**config.mk**
```make
export PLATFORM = sky130hd
export DESIGN_NAME = scsi_reg_front
export DESIGN_NICKNAME = d
export VERILOG_FILES = /design/src/rtl/scsi_rf_pkg.sv /design/src/rtl/scsi_rf_cmd_dec.sv /design/src/rtl/scsi_rf_fifo.sv /design/src/rtl/scsi_rf_cmdbuf.sv /design/src/rtl/scsi_reg_front.sv
export SDC_FILE = /design/constraint.sdc
export NUM_CORES = 1
export LEC_CHECK = 0
export ABC_AREA = 1
export BUFFER_PORTS_ARGS = -buffer_cell sky130_fd_sc_hd__buf_4
export CAP_MARGIN = 10
export CELL_PAD_IN_SITES_DETAIL_PLACEMENT = 0
export CELL_PAD_IN_SITES_GLOBAL_PLACEMENT = 2
export CORE_MARGIN = 2
export CORE_UTILIZATION = 45
export CTS_CLUSTER_SIZE = 8
export DETAILED_ROUTE_END_ITERATION = 12
export MAX_ROUTING_LAYER = met4
export PLACE_DENSITY = 0.88
export SYNTH_ARGS = -nofsm -noshare
export SYNTH_HDL_FRONTEND = slang
export SYNTH_SLANG_ARGS = --single-unit
```
**constraint.sdc**
```tcl
create_clock -name clk -period 2.8 [get_ports clk]
set_input_delay 0.28 -clock clk [delete_from_list [all_inputs] [get_ports clk]]
set_output_delay 0.28 -clock clk [all_outputs]
set_load 0.005 [all_outputs]
```
**src/rtl/scsi_rf_pkg.sv**
```systemverilog
package scsi_rf_pkg;

  localparam int NREG = 16;
  localparam int NREQ = 4;

  typedef enum logic [3:0] {
    A_CNT_LO   = 4'd0,
    A_CNT_MID  = 4'd1,
    A_CNT_HI   = 4'd2,
    A_DATA     = 4'd3,
    A_CMD      = 4'd4,
    A_STAT     = 4'd5,
    A_INTR     = 4'd6,
    A_SEQ      = 4'd7,
    A_FLAGS    = 4'd8,
    A_CFG1     = 4'd9,
    A_CLKCV    = 4'd10,
    A_TEST     = 4'd11,
    A_CFG2     = 4'd12,
    A_CFG3     = 4'd13,
    A_SPARE    = 4'd14,
    A_NONE     = 4'd15
  } reg_addr_e;

  localparam logic [6:0] OP_NOP     = 7'h00;
  localparam logic [6:0] OP_FLUSH   = 7'h01;
  localparam logic [6:0] OP_SOFTRST = 7'h02;
  localparam logic [6:0] OP_BUSRST  = 7'h03;
  localparam logic [6:0] OP_XFER    = 7'h10;
  localparam logic [6:0] OP_ICDONE  = 7'h11;
  localparam logic [6:0] OP_MSGOK   = 7'h12;
  localparam logic [6:0] OP_PAD     = 7'h18;
  localparam logic [6:0] OP_SETATN  = 7'h1A;
  localparam logic [6:0] OP_SEL     = 7'h41;
  localparam logic [6:0] OP_SELA    = 7'h42;
  localparam logic [6:0] OP_SELAS   = 7'h43;
  localparam logic [6:0] OP_ENSEL   = 7'h44;
  localparam logic [6:0] OP_DISSEL  = 7'h45;

  localparam logic [7:0] IC_DONE   = 8'h08;
  localparam logic [7:0] IC_DISC   = 8'h20;
  localparam logic [7:0] IC_BUSRST = 8'h80;

  localparam int ST_TC_BIT    = 4;
  localparam int ST_MI_BIT    = 2;
  localparam int CFG1_NOREP   = 6;

  localparam int REQ_XFER  = 0;
  localparam int REQ_SEL   = 1;
  localparam int REQ_SELA  = 2;
  localparam int REQ_SELAS = 3;

  typedef struct packed {
    logic            ld_intr;
    logic [7:0]      intr_val;
    logic            clr_seq;
    logic            clr_flags;
    logic            stat_tc_only;
    logic            stat_mi;
    logic            irq_always;
    logic            irq_unless_cfg;
    logic            soft_rst;
    logic [NREQ-1:0] req;
  } cmd_fx_t;

  function automatic logic [6:0] op_field(input logic [7:0] b);
    return b[6:0];
  endfunction

  function automatic logic dma_flag(input logic [7:0] b);
    return b[7];
  endfunction

  function automatic logic is_count_addr(input logic [3:0] a);
    return (a == A_CNT_LO) || (a == A_CNT_MID) || (a == A_CNT_HI);
  endfunction

  function automatic logic mirrors_to_read(input logic [3:0] a);
    return (a == A_CFG1) || (a == A_CFG2) || (a == A_CFG3) || (a == A_SPARE);
  endfunction

  function automatic logic is_defined(input logic [3:0] a);
    return a != A_NONE;
  endfunction

endpackage

```
**src/rtl/scsi_rf_cmd_dec.sv**
```systemverilog
module scsi_rf_cmd_dec
  import scsi_rf_pkg::*;
(
  input  logic [7:0] cmd_byte,
  output cmd_fx_t    fx
);

  always_comb begin
    fx = '0;
    case (op_field(cmd_byte))
      OP_FLUSH: begin
        fx.ld_intr   = 1'b1;
        fx.intr_val  = IC_DONE;
        fx.clr_seq   = 1'b1;
        fx.clr_flags = 1'b1;
      end
      OP_SOFTRST: fx.soft_rst = 1'b1;
      OP_BUSRST: begin
        fx.ld_intr        = 1'b1;
        fx.intr_val       = IC_BUSRST;
        fx.irq_unless_cfg = 1'b1;
      end
      OP_XFER:  fx.req[REQ_XFER] = 1'b1;
      OP_ICDONE: begin
        fx.ld_intr  = 1'b1;
        fx.intr_val = IC_DONE;
        fx.stat_mi  = 1'b1;
      end
      OP_MSGOK: begin
        fx.ld_intr    = 1'b1;
        fx.intr_val   = IC_DISC;
        fx.clr_seq    = 1'b1;
        fx.clr_flags  = 1'b1;
        fx.irq_always = 1'b1;
      end
      OP_PAD: begin
        fx.stat_tc_only = 1'b1;
        fx.ld_intr      = 1'b1;
        fx.intr_val     = IC_DONE;
        fx.clr_seq      = 1'b1;
      end
      OP_SEL:   fx.req[REQ_SEL]   = 1'b1;
      OP_SELA:  fx.req[REQ_SELA]  = 1'b1;
      OP_SELAS: fx.req[REQ_SELAS] = 1'b1;
      OP_ENSEL: begin
        fx.ld_intr  = 1'b1;
        fx.intr_val = 8'h00;
      end
      OP_DISSEL: begin
        fx.ld_intr    = 1'b1;
        fx.intr_val   = 8'h00;
        fx.irq_always = 1'b1;
      end
      default: fx = '0;
    endcase
  end

endmodule

```
**src/rtl/scsi_rf_fifo.sv**
```systemverilog
module scsi_rf_fifo #(
  parameter  int DEPTH = 16,
  parameter  int W     = 8,
  localparam int PW    = $clog2(DEPTH),
  localparam int LW    = $clog2(DEPTH + 1)
) (
  input  logic          clk,
  input  logic          rst_n,
  input  logic          clr,
  input  logic          push,
  input  logic          pop,
  input  logic [W-1:0]  din,
  output logic [W-1:0]  dout,
  output logic [LW-1:0] level,
  output logic          drop
);

  logic [W-1:0]  mem [DEPTH];
  logic [PW-1:0] wp, rp;
  logic          do_push, do_pop;

  function automatic logic [PW-1:0] nxt(input logic [PW-1:0] p);
    return (p == PW'(DEPTH - 1)) ? '0 : p + 1'b1;
  endfunction

  assign drop    = push && (level == LW'(DEPTH - 1));
  assign do_push = push && !drop;
  assign do_pop  = pop && (level != '0);
  assign dout    = mem[rp];

  always_ff @(posedge clk) begin
    if (do_push && !clr) mem[wp] <= din;
  end

  always_ff @(posedge clk or negedge rst_n) begin
    if (!rst_n) begin
      wp    <= '0;
      rp    <= '0;
      level <= '0;
    end else if (clr) begin
      wp    <= '0;
      rp    <= '0;
      level <= '0;
    end else begin
      if (do_push) wp <= nxt(wp);
      if (do_pop)  rp <= nxt(rp);
      case ({do_push, do_pop})
        2'b10:   level <= level + 1'b1;
        2'b01:   level <= level - 1'b1;
        default: level <= level;
      endcase
    end
  end

endmodule

```
**src/rtl/scsi_rf_cmdbuf.sv**
```systemverilog
module scsi_rf_cmdbuf #(
  parameter  int DEPTH = 16,
  localparam int IW    = $clog2(DEPTH),
  localparam int CW    = $clog2(DEPTH + 1)
) (
  input  logic          clk,
  input  logic          rst_n,
  input  logic          clr,
  input  logic          push,
  input  logic [7:0]    din,
  input  logic [IW-1:0] rd_idx,
  output logic [7:0]    rd_byte,
  output logic [CW-1:0] count
);

  logic [7:0] mem [DEPTH];
  logic       room;

  assign room    = count < CW'(DEPTH);
  assign rd_byte = mem[rd_idx];

  always_ff @(posedge clk) begin
    if (push && room && !clr) mem[count[IW-1:0]] <= din;
  end

  always_ff @(posedge clk or negedge rst_n) begin
    if (!rst_n)             count <= '0;
    else if (clr)           count <= '0;
    else if (push && room)  count <= count + 1'b1;
  end

endmodule

```
**src/rtl/scsi_reg_front.sv**
```systemverilog
module scsi_reg_front
  import scsi_rf_pkg::*;
#(
  parameter  int FIFO_DEPTH = 16,
  parameter  int CMD_DEPTH  = 16,
  localparam int LVL_W      = $clog2(FIFO_DEPTH + 1),
  localparam int CNT_W      = $clog2(CMD_DEPTH + 1),
  localparam int IDX_W      = $clog2(CMD_DEPTH)
) (
  input  logic             clk,
  input  logic             rst_n,
  input  logic             wr_en,
  input  logic             rd_en,
  input  logic [3:0]       addr,
  input  logic [7:0]       wdata,
  output logic [7:0]       rdata,
  output logic             irq,
  input  logic             cmd_collect,
  input  logic [IDX_W-1:0] cmd_idx,
  output logic [7:0]       cmd_byte,
  output logic [CNT_W-1:0] cmd_count,
  output logic [LVL_W-1:0] fifo_level,
  output logic             fifo_ovr,
  output logic             dma_mode,
  input  logic             eng_rpt,
  input  logic [7:0]       eng_seq,
  input  logic [7:0]       eng_flags,
  output logic [NREQ-1:0]  eng_req
);

  logic [7:0]      wbank [NREG];
  logic [7:0]      rbank [NREG];
  logic            irq_q, dma_q, ovr_q;
  logic [NREQ-1:0] req_q;

  // named events for the checker
  logic            cmd_wr, tc_wr, data_wr, intr_rd, data_rd;
  logic            fifo_push, fifo_drop, cmd_push, soft_clr;
  logic [7:0]      fifo_dout, stat_q, intr_q, cfg1_q;
  cmd_fx_t         fx;

  assign cmd_wr    = wr_en && (addr == A_CMD);
  assign tc_wr     = wr_en && is_count_addr(addr);
  assign data_wr   = wr_en && (addr == A_DATA);
  assign intr_rd   = rd_en && (addr == A_INTR);
  assign data_rd   = rd_en && (addr == A_DATA);
  assign fifo_push = data_wr && !cmd_collect;
  assign cmd_push  = data_wr && cmd_collect;
  assign soft_clr  = cmd_wr && fx.soft_rst;
  assign stat_q    = rbank[A_STAT];
  assign intr_q    = rbank[A_INTR];
  assign cfg1_q    = rbank[A_CFG1];

  scsi_rf_cmd_dec u_dec (
    .cmd_byte (wdata),
    .fx       (fx)
  );

  scsi_rf_fifo #(.DEPTH(FIFO_DEPTH), .W(8)) u_fifo (
    .clk   (clk),
    .rst_n (rst_n),
    .clr   (soft_clr),
    .push  (fifo_push),
    .pop   (data_rd),
    .din   (wdata),
    .dout  (fifo_dout),
    .level (fifo_level),
    .drop  (fifo_drop)
  );

  scsi_rf_cmdbuf #(.DEPTH(CMD_DEPTH)) u_cbuf (
    .clk     (clk),
    .rst_n   (rst_n),
    .clr     (soft_clr),
    .push    (cmd_push),
    .din     (wdata),
    .rd_idx  (cmd_idx),
    .rd_byte (cmd_byte),
    .count   (cmd_count)
  );

  // write-side shadow bank
  always_ff @(posedge clk or negedge rst_n) begin
    if (!rst_n) begin
      for (int i = 0; i < NREG; i++) wbank[i] <= 8'h00;
    end else if (wr_en && is_defined(addr)) begin
      wbank[addr] <= wdata;
    end
  end

  // read-visible bank and command side effects
  always_ff @(posedge clk or negedge rst_n) begin
    if (!rst_n) begin
      for (int i = 0; i < NREG; i++) rbank[i] <= 8'h00;
      irq_q <= 1'b0;
      dma_q <= 1'b0;
      ovr_q <= 1'b0;
      req_q <= '0;
    end else begin
      req_q <= '0;
      ovr_q <= fifo_drop;
      if (eng_rpt) begin
        rbank[A_SEQ]   <= eng_seq;
        rbank[A_FLAGS] <= eng_flags;
      end
      if (intr_rd) begin
        rbank[A_INTR] <= 8'h00;
        irq_q         <= 1'b0;
      end
      if (tc_wr) rbank[A_STAT][ST_TC_BIT] <= 1'b0;
      if (wr_en && mirrors_to_read(addr)) rbank[addr] <= wdata;
      if (cmd_wr) begin
        rbank[A_CMD] <= wdata;
        dma_q        <= dma_flag(wdata);
        if (dma_flag(wdata)) begin
          rbank[A_CNT_LO]  <= wbank[A_CNT_LO];
          rbank[A_CNT_MID] <= wbank[A_CNT_MID];
          rbank[A_CNT_HI]  <= wbank[A_CNT_HI];
        end
        if (fx.ld_intr)      rbank[A_INTR] <= fx.intr_val;
        if (fx.clr_seq)      rbank[A_SEQ] <= 8'h00;
        if (fx.clr_flags)    rbank[A_FLAGS] <= 8'h00;
        if (fx.stat_tc_only) rbank[A_STAT] <= 8'(1 << ST_TC_BIT);
        if (fx.stat_mi)      rbank[A_STAT][ST_MI_BIT] <= 1'b1;
        if (fx.irq_always)   irq_q <= 1'b1;
        if (fx.irq_unless_cfg && !cfg1_q[CFG1_NOREP]) irq_q <= 1'b1;
        req_q <= fx.req;
        if (fx.soft_rst) begin
          rbank[A_STAT]  <= 8'h00;
          rbank[A_INTR]  <= 8'h00;
          rbank[A_SEQ]   <= 8'h00;
          rbank[A_FLAGS] <= 8'h00;
          irq_q          <= 1'b0;
          dma_q          <= 1'b0;
        end
      end
    end
  end

  always_comb begin
    rdata = 8'h00;
    if (rd_en) begin
      if (addr == A_DATA) rdata = (fifo_level != '0) ? fifo_dout : 8'h00;
      else                rdata = rbank[addr];
    end
  end

  assign irq      = irq_q;
  assign dma_mode = dma_q;
  assign fifo_ovr = ovr_q;
  assign eng_req  = req_q;

endmodule

```
== Word level (Yosys, flattened, before mapping) ==
Memory sizes are Yosys's and may differ from the RTL's.
Index checks and enable logic that the tools add are counted.

* Input port bits: 38
* Bits in writable memories: 256
* Flip-flop bits (word level): 281
* Word-level logic and storage cells: 173
* Output and inout port bits: 33
* Memories: 2

{| class="wikitable"
|+ Memories
! name !! words !! bits a word !! rd ports !! clocked after Yosys merged registers in !! write ports !! RTL line !! text
|-
| u_cbuf.mem || 16 || 8 || 1 || 0 || 1 || scsi_rf_cmdbuf.sv:16 || <nowiki>logic [7:0] mem [DEPTH];</nowiki>
|-
| u_fifo.mem || 16 || 8 || 1 || 0 || 1 || scsi_rf_fifo.sv:18 || <nowiki>logic [W-1:0] mem [DEPTH];</nowiki>
|}

* Multiplexer cells: 56
* Add/subtract/negate cells: 5
* Bitwise operators: 1
* Equal/unequal tests: 27
* Order comparisons: 3
* Reductions and logical operators: 39

{| class="wikitable"
|+ Operators with widths
! cell !! number
|-
| 128-bit bitwise mux || 2
|-
| 128-bit two-way mux || 1
|-
| 8-bit two-way mux || 11
|-
| 24-bit two-way mux || 2
|-
| 40-bit two-way mux || 1
|-
| 9-bit case mux with 4 select lines || 1
|-
| 7-bit == test (second input constant) || 5
|-
| 8-bit binary-select mux with 4-bit select || 1
|-
| 8-bit demux with 4-bit select || 1
|-
| 32-bit two-way mux || 1
|-
| 7-bit by 5-bit == test with 1-bit output (second input constant) || 4
|-
| 4-bit two-way mux || 7
|-
| 4-bit == test (second input constant) || 6
|-
| 1-bit two-way mux || 23
|-
| 1-bit logical AND || 18
|-
| 16-bit two-way mux || 1
|-
| 5-bit two-way mux || 3
|-
| 7-bit by 2-bit == test with 1-bit output (second input constant) || 2
|-
| 5-bit by 1-bit adder with 5-bit output (second input constant) || 2
|-
| 5-bit case mux with 2 select lines || 1
|-
| 4-bit by 1-bit adder with 4-bit output (second input constant) || 2
|-
| 4-bit by 2-bit == test with 1-bit output (second input constant) || 2
|-
| 4-bit by 3-bit == test with 1-bit output (second input constant) || 2
|-
| 2-bit nonzero test || 4
|-
| 18 further kinds || 28
|}

== Logic depth before layout (Yosys ltp) ==
Gate-level depths: netlist of run 1.

* Word-level depth: 11
* Gate-level depth with buffers: 16
* Mapped depth without buffers: 16

== Modules after synthesis ==
A second synthesis of run 1 with hierarchy kept.

* Cell total of the unflattened synthesis: 1945
* Area total of the unflattened synthesis: 18878.1 µm²

{| class="wikitable"
|+ By module, submodules not included
! module !! times used !! area each (µm²) !! seq. area each (µm²) !! cells each
|-
| scsi_reg_front || 1 || 6845.3 || 3853.7 || 832
|-
| scsi_rf_fifo || 1 || 5884.4 || 4169.0 || 485
|-
| scsi_rf_cmdbuf || 1 || 5878.1 || 3968.8 || 573
|-
| scsi_rf_cmd_dec || 1 || 270.3 || 0.0 || 55
|}

== Worst setup path before layout of run 1 ==
No wires, ideal clock.

* Path kind: input to register
* Start point: input addr[2]
* End point: memory u_fifo.mem[11][0] (enable)
* Data required time: 2.430 ns
* Path buffers: 0
* Setup slack: 0.950 ns
* Data arrival time: 1.480 ns
* Stages: 7
* Cell sequence: nor2_2 -> nand2_1 -> nor2_1 -> nand3_2 -> inv_1 -> nand2_1 -> nor2_1

* Word-level cells in the longest chain between the ends: 9

{| class="wikitable"
|+ RTL lines
! item !! RTL line !! text
|-
| start, declared || scsi_reg_front.sv:14 || <nowiki>input logic [3:0] addr,</nowiki>
|-
| 4-bit by 2-bit == test with 1-bit output || scsi_reg_front.sv:44 || <nowiki>assign data_wr = wr_en && (addr == A_DATA);</nowiki>
|-
| 1-bit logical AND || scsi_reg_front.sv:44 ||
|-
| 1-bit logical AND || scsi_reg_front.sv:47 || <nowiki>assign fifo_push = data_wr && !cmd_collect;</nowiki>
|-
| 1-bit logical AND || scsi_rf_fifo.sv:26 || <nowiki>assign drop = push && (level == LW'(DEPTH - 1));</nowiki>
|-
| 1-bit zero test || scsi_rf_fifo.sv:27 || <nowiki>assign do_push = push && !drop;</nowiki>
|-
| 1-bit logical AND || scsi_rf_fifo.sv:27 ||
|-
| 1-bit logical AND * || scsi_rf_fifo.sv:32 || <nowiki>if (do_push && !clr) mem[wp] <= din;</nowiki>
|-
| 1-bit two-way mux * || scsi_rf_fifo.sv:32 ||
|-
| 1-bit two-way mux (implied by the code) * || scsi_rf_fifo.sv:32 ||
|-
| end, declared || scsi_rf_fifo.sv:18 ||
|}

Mark *: on every way between the ends. The rest lies on a longest branch, timed or not.

== Worst setup path after layout of run 1 ==
* Start point: register u_fifo.rp[0]
* End point: output rdata[2]

* Word-level cells in the longest chain between the ends: 4

{| class="wikitable"
|+ RTL lines
! item !! RTL line !! text
|-
| start, declared || scsi_rf_fifo.sv:19 || <nowiki>logic [PW-1:0] wp, rp;</nowiki>
|-
| start signal, assigned || scsi_rf_fifo.sv:46 || <nowiki>if (do_pop) rp <= nxt(rp);</nowiki>
|-
| memory 16 x 8 bit || -- ||
|-
| 8-bit two-way mux (2 in series) || scsi_reg_front.sv:143 || <nowiki>if (addr == A_DATA) rdata = (fifo_level != '0) ? fifo_dout : 8'h00;</nowiki>
|-
| 8-bit two-way mux || scsi_reg_front.sv:142 || <nowiki>if (rd_en) begin</nowiki>
|-
| end, declared || scsi_reg_front.sv:16 || <nowiki>output logic [7:0] rdata,</nowiki>
|}

No other way between the ends.

==> results of run 1 <==
## sequential cells by signal, indices dropped and copies added, names as in the netlist
signal        count
cfg1_q            8
eng_req           4
u_fifo.mem      128
u_fifo.wp         4
wbank            24
dma_mode          1
u_fifo.level      5
intr_q            8
irq               1
u_fifo.rp         4
u_cbuf.count      5
fifo_ovr          1
rbank           104
u_cbuf.mem      128
stat_q            8
## layout by cell type, fill, tap and decap left out, types with 9 or more instances in the layout
master           n
a21oi_1         64
buf_12           9
buf_4          149
clkbuf_1        34
clkbuf_16       64
dfrtp_1        176
dlygate4sd3_1   19
edfxtp_1       256
ha_1            11
inv_1           95
mux2i_1         32
nand2_1        258
nand3_1         57
nor2_1         150
o211ai_1        48
o21ai_0        198
o21ai_1         10
o22ai_1         85
## through the flow
step / util, % / worst slack, ns / power [mW] / instances / setup TNS (ns)
global route: 55.1 / -0.0525 / 18.1 / 2313 / -0.122
global placement: 49.5 / 0.370 / 10.3 / 2182 / 0
floorplan: - / 0.950 / 9.19 / 1622 / 0
CTS: 54.5 / -0.0161 / 17.1 / 2305 / -0.0373
finish: 55.1 / 0.0240 / 17.3 / 2313 / 0
detailed placement: 49.5 / 0.335 / 10.3 / 2182 / 0
## where the power goes
group / switching, mW / leakage, nW / internal (mW)
Combinational: 1.93 / 3.42 / 1.27
Clock: 2.59 / 0.818 / 4.05
Sequential: 0.293 / 4.56 / 7.15
Total: 4.82 / 8.80 / 12.5
## layer usage
layer / track usage [%] / vias up / part of all wire (%) / wire (µm)
li1: - / 5960 / - / -
met1: 31.4 / 6078 / 44 / 20500
met2: 37.4 / 343 / 48 / 22600
met3: 3.45 / 93 / 4.9 / 2320
met4: 7.87 / 0 / 2.9 / 1330
met5: - / - / 0 / 0
## worst reg2reg max path, cell delays in order, from the launching register on
cell     delay [ns]
dfrtp_1        0.41
inv_1          0.11
nand2_1        0.16
nor2_1         0.09
nor2_4         0.33
nand2_2        0.16
inv_2          0.11
ha_1           0.27
inv_1          0.08
o21ai_0        0.08
inv_1          0.06
nand3_1        0.07
nand3_1        0.08
nand2_1        0.05
## final timing paths
| check | start | endpoint | slack (ns) | cells past startpoint |
|---|---|---|---|---|
| max | u_fifo.rp[0] | rdata[2] | 0.02 | 11 |
| min | eng_rpt | rbank[60] | 0.03 | 3 |
| max reg2reg | u_fifo.level[2] | u_fifo.level[4] | 0.64 | 13 |
| min reg2reg | rbank[47] | rbank[47] | 0.37 | 0 |
| max in group asynchronous | rst_n | rbank[56] | 1.67 | 3 |
| min in group asynchronous | rst_n | wbank[124] | 0.26 | 2 |
## final cells by class
class | count | area (µm²) | share of cell area [%]
Sequential cell | 433 | 12100 | 56.5
Multi-Input combinational cell | 971 | 4970 | 23.2
Inverter | 110 | 419 | 1.95
Clock inverter | 2 | 23.8 | 0.111
Tap cell | 518 | 648 | 3.02
Clock buffer | 97 | 1690 | 7.89
Timing Repair Buffer | 182 | 1570 | 7.33
## kinds of logic after synthesis
| kind of cell | Yosys count | share of synthesized area, % |
|---|---|---|
| XOR/XNOR | 2 | 0.0981 |
| AND/OR/NAND/NOR | 508 | 11.7 |
| flip-flops | 433 | 67.8 |
| buffers and inverters | 218 | 4.73 |
| multiplexers | 32 | 1.79 |
| adder cells (fa/ha/maj) | 11 | 0.770 |
| AO/OA/AOI/OAI | 418 | 13.1 |
## what timing repair did
item / 4_1_cts / 5_1_grt
setup buffers: 5 / 5
pin swaps: 3 / 14
gates resized for setup: 2 / 36
hold buffers: 19 / 0
hold endpoints to repair: 80 / 0
setup endpoints to repair: 8 / 8
gates cloned: 0 / 3
==> results.sh, run 1 <==
export IMPL_status="finished clean"
export IMPL_vias=12500
export IMPL_crit_buf_inv=3
export IMPL_cp_slowest_cell="dfrtp_2"
export IMPL_antenna_found_initial=0
export IMPL_startpoint_type="register"
export IMPL_die_h_um=203
export IMPL_cts_tree="yes"
export IMPL_antenna_diode_count=0
export IMPL_clock_sinks=433
export IMPL_critPathKind="register to primary output"
export IMPL_die_area_um2=41300
export IMPL_postPlaceCellArea_um2=19300
export IMPL_final_area_um2=21400
export IMPL_path_cells="buf_12 -> buf_12 -> nor2_1 -> nor2_1 -> o21ai_0 -> o211ai_1 -> nand3_1 -> nand3_1 -> nand2_1 -> a21oi_1 -> buf_4"
export IMPL_drv_slew=0
export IMPL_synth_common_cells="260 x nand2_1, 256 x edfxtp_1, 204 x o21ai_0"
export IMPL_cp_end_kind="primary output"
export IMPL_synthesis_nets=1671
export IMPL_ys_ff_latch=433
export IMPL_yosys_area_top_type="edfxtp_1"
export IMPL_fillerInstances=3403
export IMPL_h_tree_depth=2
export IMPL_arrival_ns=2.50
export IMPL_clock_skew_ns=0.0124
export IMPL_grt_first_pass_wirelength_um=72000
export IMPL_syn_to_final_growth_pct=20.1
export IMPL_synth_distinct_cells=33
export IMPL_ys_top_cells_by_area="edfxtp_1 43%, dfrtp_1 25%, o21ai_0 5.7%"
export IMPL_fin_crit_sh_pct=99.1
export IMPL_ys_seq_area_share_pct=67.8
export IMPL_hp_class="primary input to register"
export IMPL_worst_path_max_fanout=9
export IMPL_period_needed_ns=2.78
export IMPL_rows=72
export IMPL_core_area_um2=38900
export IMPL_grt_overflow=0
export IMPL_yosys_warnings=0
export IMPL_place_congestion=0.843
export IMPL_cts_buffers=60
export IMPL_critPathMaxStageDelay_ns=0.47
export IMPL_drcViolationCount=0
export IMPL_hold_viol_final=0
export IMPL_worstMarginPinSlew_ns=0.976
export IMPL_grt_use_total_pct=23.6
export IMPL_cts_clk_slew_worst_paths_ns=0.05
export IMPL_grt_max_degree=67
export IMPL_drt_first_pass_iters=8
export IMPL_cts_root_buf="clkbuf_16"
export IMPL_p_per_area_nw_per_um2=806
export IMPL_drtIter0Drc=941
export IMPL_synth_enable_flop_cells=256
export IMPL_finalSetupViolCount=0
export IMPL_yosysTopAreaCellShare_pct=43.0
export IMPL_clock_path_buffers=3
export IMPL_antenna_left=0
export IMPL_wl_per_cell_um=20.2
export IMPL_holdWs_ns=0.0300
export IMPL_fmax_mhz=360
export IMPL_synthArstFlopShare_pct=40.9
export IMPL_layout_drive_gt1_share_pct=14.9
export IMPL_wl_um=46800
export IMPL_rsz0062_at_grt="true"
export IMPL_crit_family="simple AND/OR/NAND/NOR gates"
export IMPL_yosysMostFrequentCell="nand2_1"
export IMPL_dpl_hpwl_um=30100
export IMPL_syn_cell_area_um2=17900
export IMPL_io_pins=71
export IMPL_power_leakage_nw=8.80
export IMPL_grt_pass1_vias=12200
export IMPL_via_per_inst=5.39
export IMPL_numPortBuffers=70
export IMPL_start_util_pct=45.9
export IMPL_insertion_delay_ns=0.60
export IMPL_synth_main_ff_cell="edfxtp_1"
export IMPL_finalNetCount=1807
export IMPL_syn_area_per_cell_um2=11.0
export IMPL_maxCapViolCount=0
export IMPL_peakVddDrop_mv=0.487
export IMPL_die_width_um=203
export IMPL_synthCells=1622
export IMPL_cp_required_ns=2.52
export IMPL_slew_headroom_pct=34.6
No activity file was read; power rests on OpenSTA's default activity.
==> inputs of run 2 (changes only) <==
Clock period 2.8 ns to 3.45 ns, I/O delays scaled along.
==> run 2 against run 1 <==
Clock skew up 0.017 ns. First-iteration DRC count increased by 13%. Flip-flop and latch count unchanged. Utilization down 1.4 points. Critical path type unchanged.
==> results.sh, run 2 (same netlist as run 1, synthesis figures left out) <==
export IMPL_numPortBuffers=70
export IMPL_met3WireLength_um=2910
export IMPL_period_needed_ns=3.15
export IMPL_drt_first_pass_iters=5
export IMPL_antenna_left=0
export IMPL_wl_um=47900
export IMPL_h_tree_depth=2
export IMPL_startpoint_type="register"
export IMPL_drv_slew=0
export IMPL_power_leakage_nw=8.53
export IMPL_intPower_mw=9.71
export IMPL_rsz0062_at_grt="false"
export IMPL_slew_headroom_pct=30.6
export IMPL_final_cell_mix="260 x nand2_1, 256 x edfxtp_1, 204 x o21ai_0"
export IMPL_wl_met1_um=20500
export IMPL_peakVddDrop_mv=0.364
export IMPL_worst_path_max_fanout=66
export IMPL_grt_overflow=0
export IMPL_postPlaceCellArea_um2=19100
export IMPL_insertion_delay_ns=0.61
export IMPL_hold_viol_final=0
export IMPL_grt_use_total_pct=24.3
export IMPL_cts_tree="yes"
export IMPL_wl_per_cell_um=21.1
export IMPL_cp_end_kind="primary output"
export IMPL_fin_total_pwr_mw=13.6
export IMPL_arrival_ns=2.81
export IMPL_drcViolationCount=0
export IMPL_highest_layer="met4"
export IMPL_status="finished clean"
export IMPL_cts_clk_slew_worst_paths_ns=0.05
export IMPL_multi_input_area_um2=4900
export IMPL_clock_sinks=433
export IMPL_final_area_um2=20900
export IMPL_syn_to_final_growth_pct=16.9
export IMPL_grt_max_degree=80
export IMPL_finalNetCount=1767
export IMPL_clock_skew_ns=0.0290
export IMPL_antenna_found_initial=0
export IMPL_clkPwrFrac_pct=39.2
export IMPL_vias=12500
export IMPL_p_sw_share_pct=28.4
export IMPL_fin_crit_sh_pct=91.4
export IMPL_dr_wl_met2_um=23400
export IMPL_die_width_um=203
export IMPL_rows=72
export IMPL_start_util_pct=45.9
export IMPL_fillerInstances=3453
export IMPL_p_switching_mw=3.86
export IMPL_via_per_inst=5.48
export IMPL_worstMarginPinSlew_ns=1.04
export IMPL_cts_root_buf="clkbuf_16"
export IMPL_maxCapViolCount=0
export IMPL_fmax_mhz=317
export IMPL_seqCellArea_um2=12100
export IMPL_dpl_hpwl_um=30500
export IMPL_core_area_um2=38900
export IMPL_clock_path_buffers=3
export IMPL_tns_ns=0
export IMPL_hp_class="primary input to register"
export IMPL_grt_first_pass_wirelength_um=73700
export IMPL_layout_drive_gt1_share_pct=12.4
export IMPL_critPathKind="register to primary output"
export IMPL_p_comb_share_pct=16.2
export IMPL_p_per_area_nw_per_um2=650
export IMPL_die_h_um=203
export IMPL_place_congestion=0.838
export IMPL_antenna_diode_count=0
export IMPL_seq_power_share_pct=44.7
export IMPL_cts_buffers=60
export IMPL_die_area_um2=41300
export IMPL_drtIter0Drc=1064
export IMPL_io_pins=71
export IMPL_reg_top3="u_cbuf.mem (128), u_fifo.mem (128), rbank (104)"
export IMPL_final_util_pct=53.7
export IMPL_layout_commonest_cell="nand2_1"
export IMPL_finalSetupViolCount=0
export IMPL_post_cts_buffers=0
export IMPL_cp_required_ns=3.11
export IMPL_grt_pass1_vias=12400
==> run 2: stage by stage <==
stage	hold WS, ns	worst slack [ns]	cells
after global placement	0.365	0.672	2163
after global routing	0.0195	0.0841	2271
after floorplan	0.0494	1.54	1622
after detailed placement	0.366	0.677	2163
final	0.0244	0.298	2271
after CTS	0.000474	0.181	2271
==> run 2: final timing paths <==
path	cells after the start	slack, ns	start	endpoint
setup reg to reg	13	1.33	u_fifo.level[2]	u_fifo.level[4]
hold reg to reg	0	0.37	rbank[47]	rbank[47]
min in group asynchronous	2	0.36	rst_n	wbank[120]
setup / recovery	10	0.30	u_fifo.rp[0]	rdata[4]
max in group asynchronous	3	2.20	rst_n	rbank[65]
hold / removal	3	0.02	eng_seq[0]	rbank[64]
==> run 2: critical path: stages, from the launching register on <==
cell and delay (ns):
dfrtp_2 0.35, buf_4 0.52, nor2_1 0.11, nor2_1 0.11, o21ai_0 0.10, o21ai_0 0.15
o211ai_1 0.16, nand3_1 0.17, nand2_1 0.06, a21oi_1 0.28, buf_4 0.18
==> run 2: final cells by class <==
type / instances / area share [%]
sequential: 433 / 58.0
multi-input combinational: 971 / 23.5
clock buffer: 93 / 7.78
timing repair buffer: 142 / 5.37
tap: 518 / 3.10
inverter: 110 / 1.99
clock inverter: 4 / 0.275
==> run 2: metal layers <==
metal / global-route usage (%) / up-vias
li1: - / 5865
met1: 32.1 / 6097
met2: 38.8 / 412
met3: 4.09 / 79
met4: 7.38 / 0
met5: - / -
==> run 2: power by group through the flow <==
stage / Combinational (mW) / Sequential [mW] / Clock, mW
finish: 2.19 / 6.06 / 5.32
global route: 2.47 / 6.10 / 5.63
CTS: 2.20 / 6.05 / 5.41
detailed placement: 2.18 / 6.14 / 0
global placement: 2.17 / 6.14 / 0
floorplan: 1.42 / 6.04 / 0
==> run 2: timing repair <==
| action | CTS | global route |
|---|---|---|
| gates resized for setup | 0 | 2 |
| endpoints found under the setup margin | 0 | 1 |
| hold buffers | 11 | 0 |
| endpoints found under the hold margin | 86 | 0 |
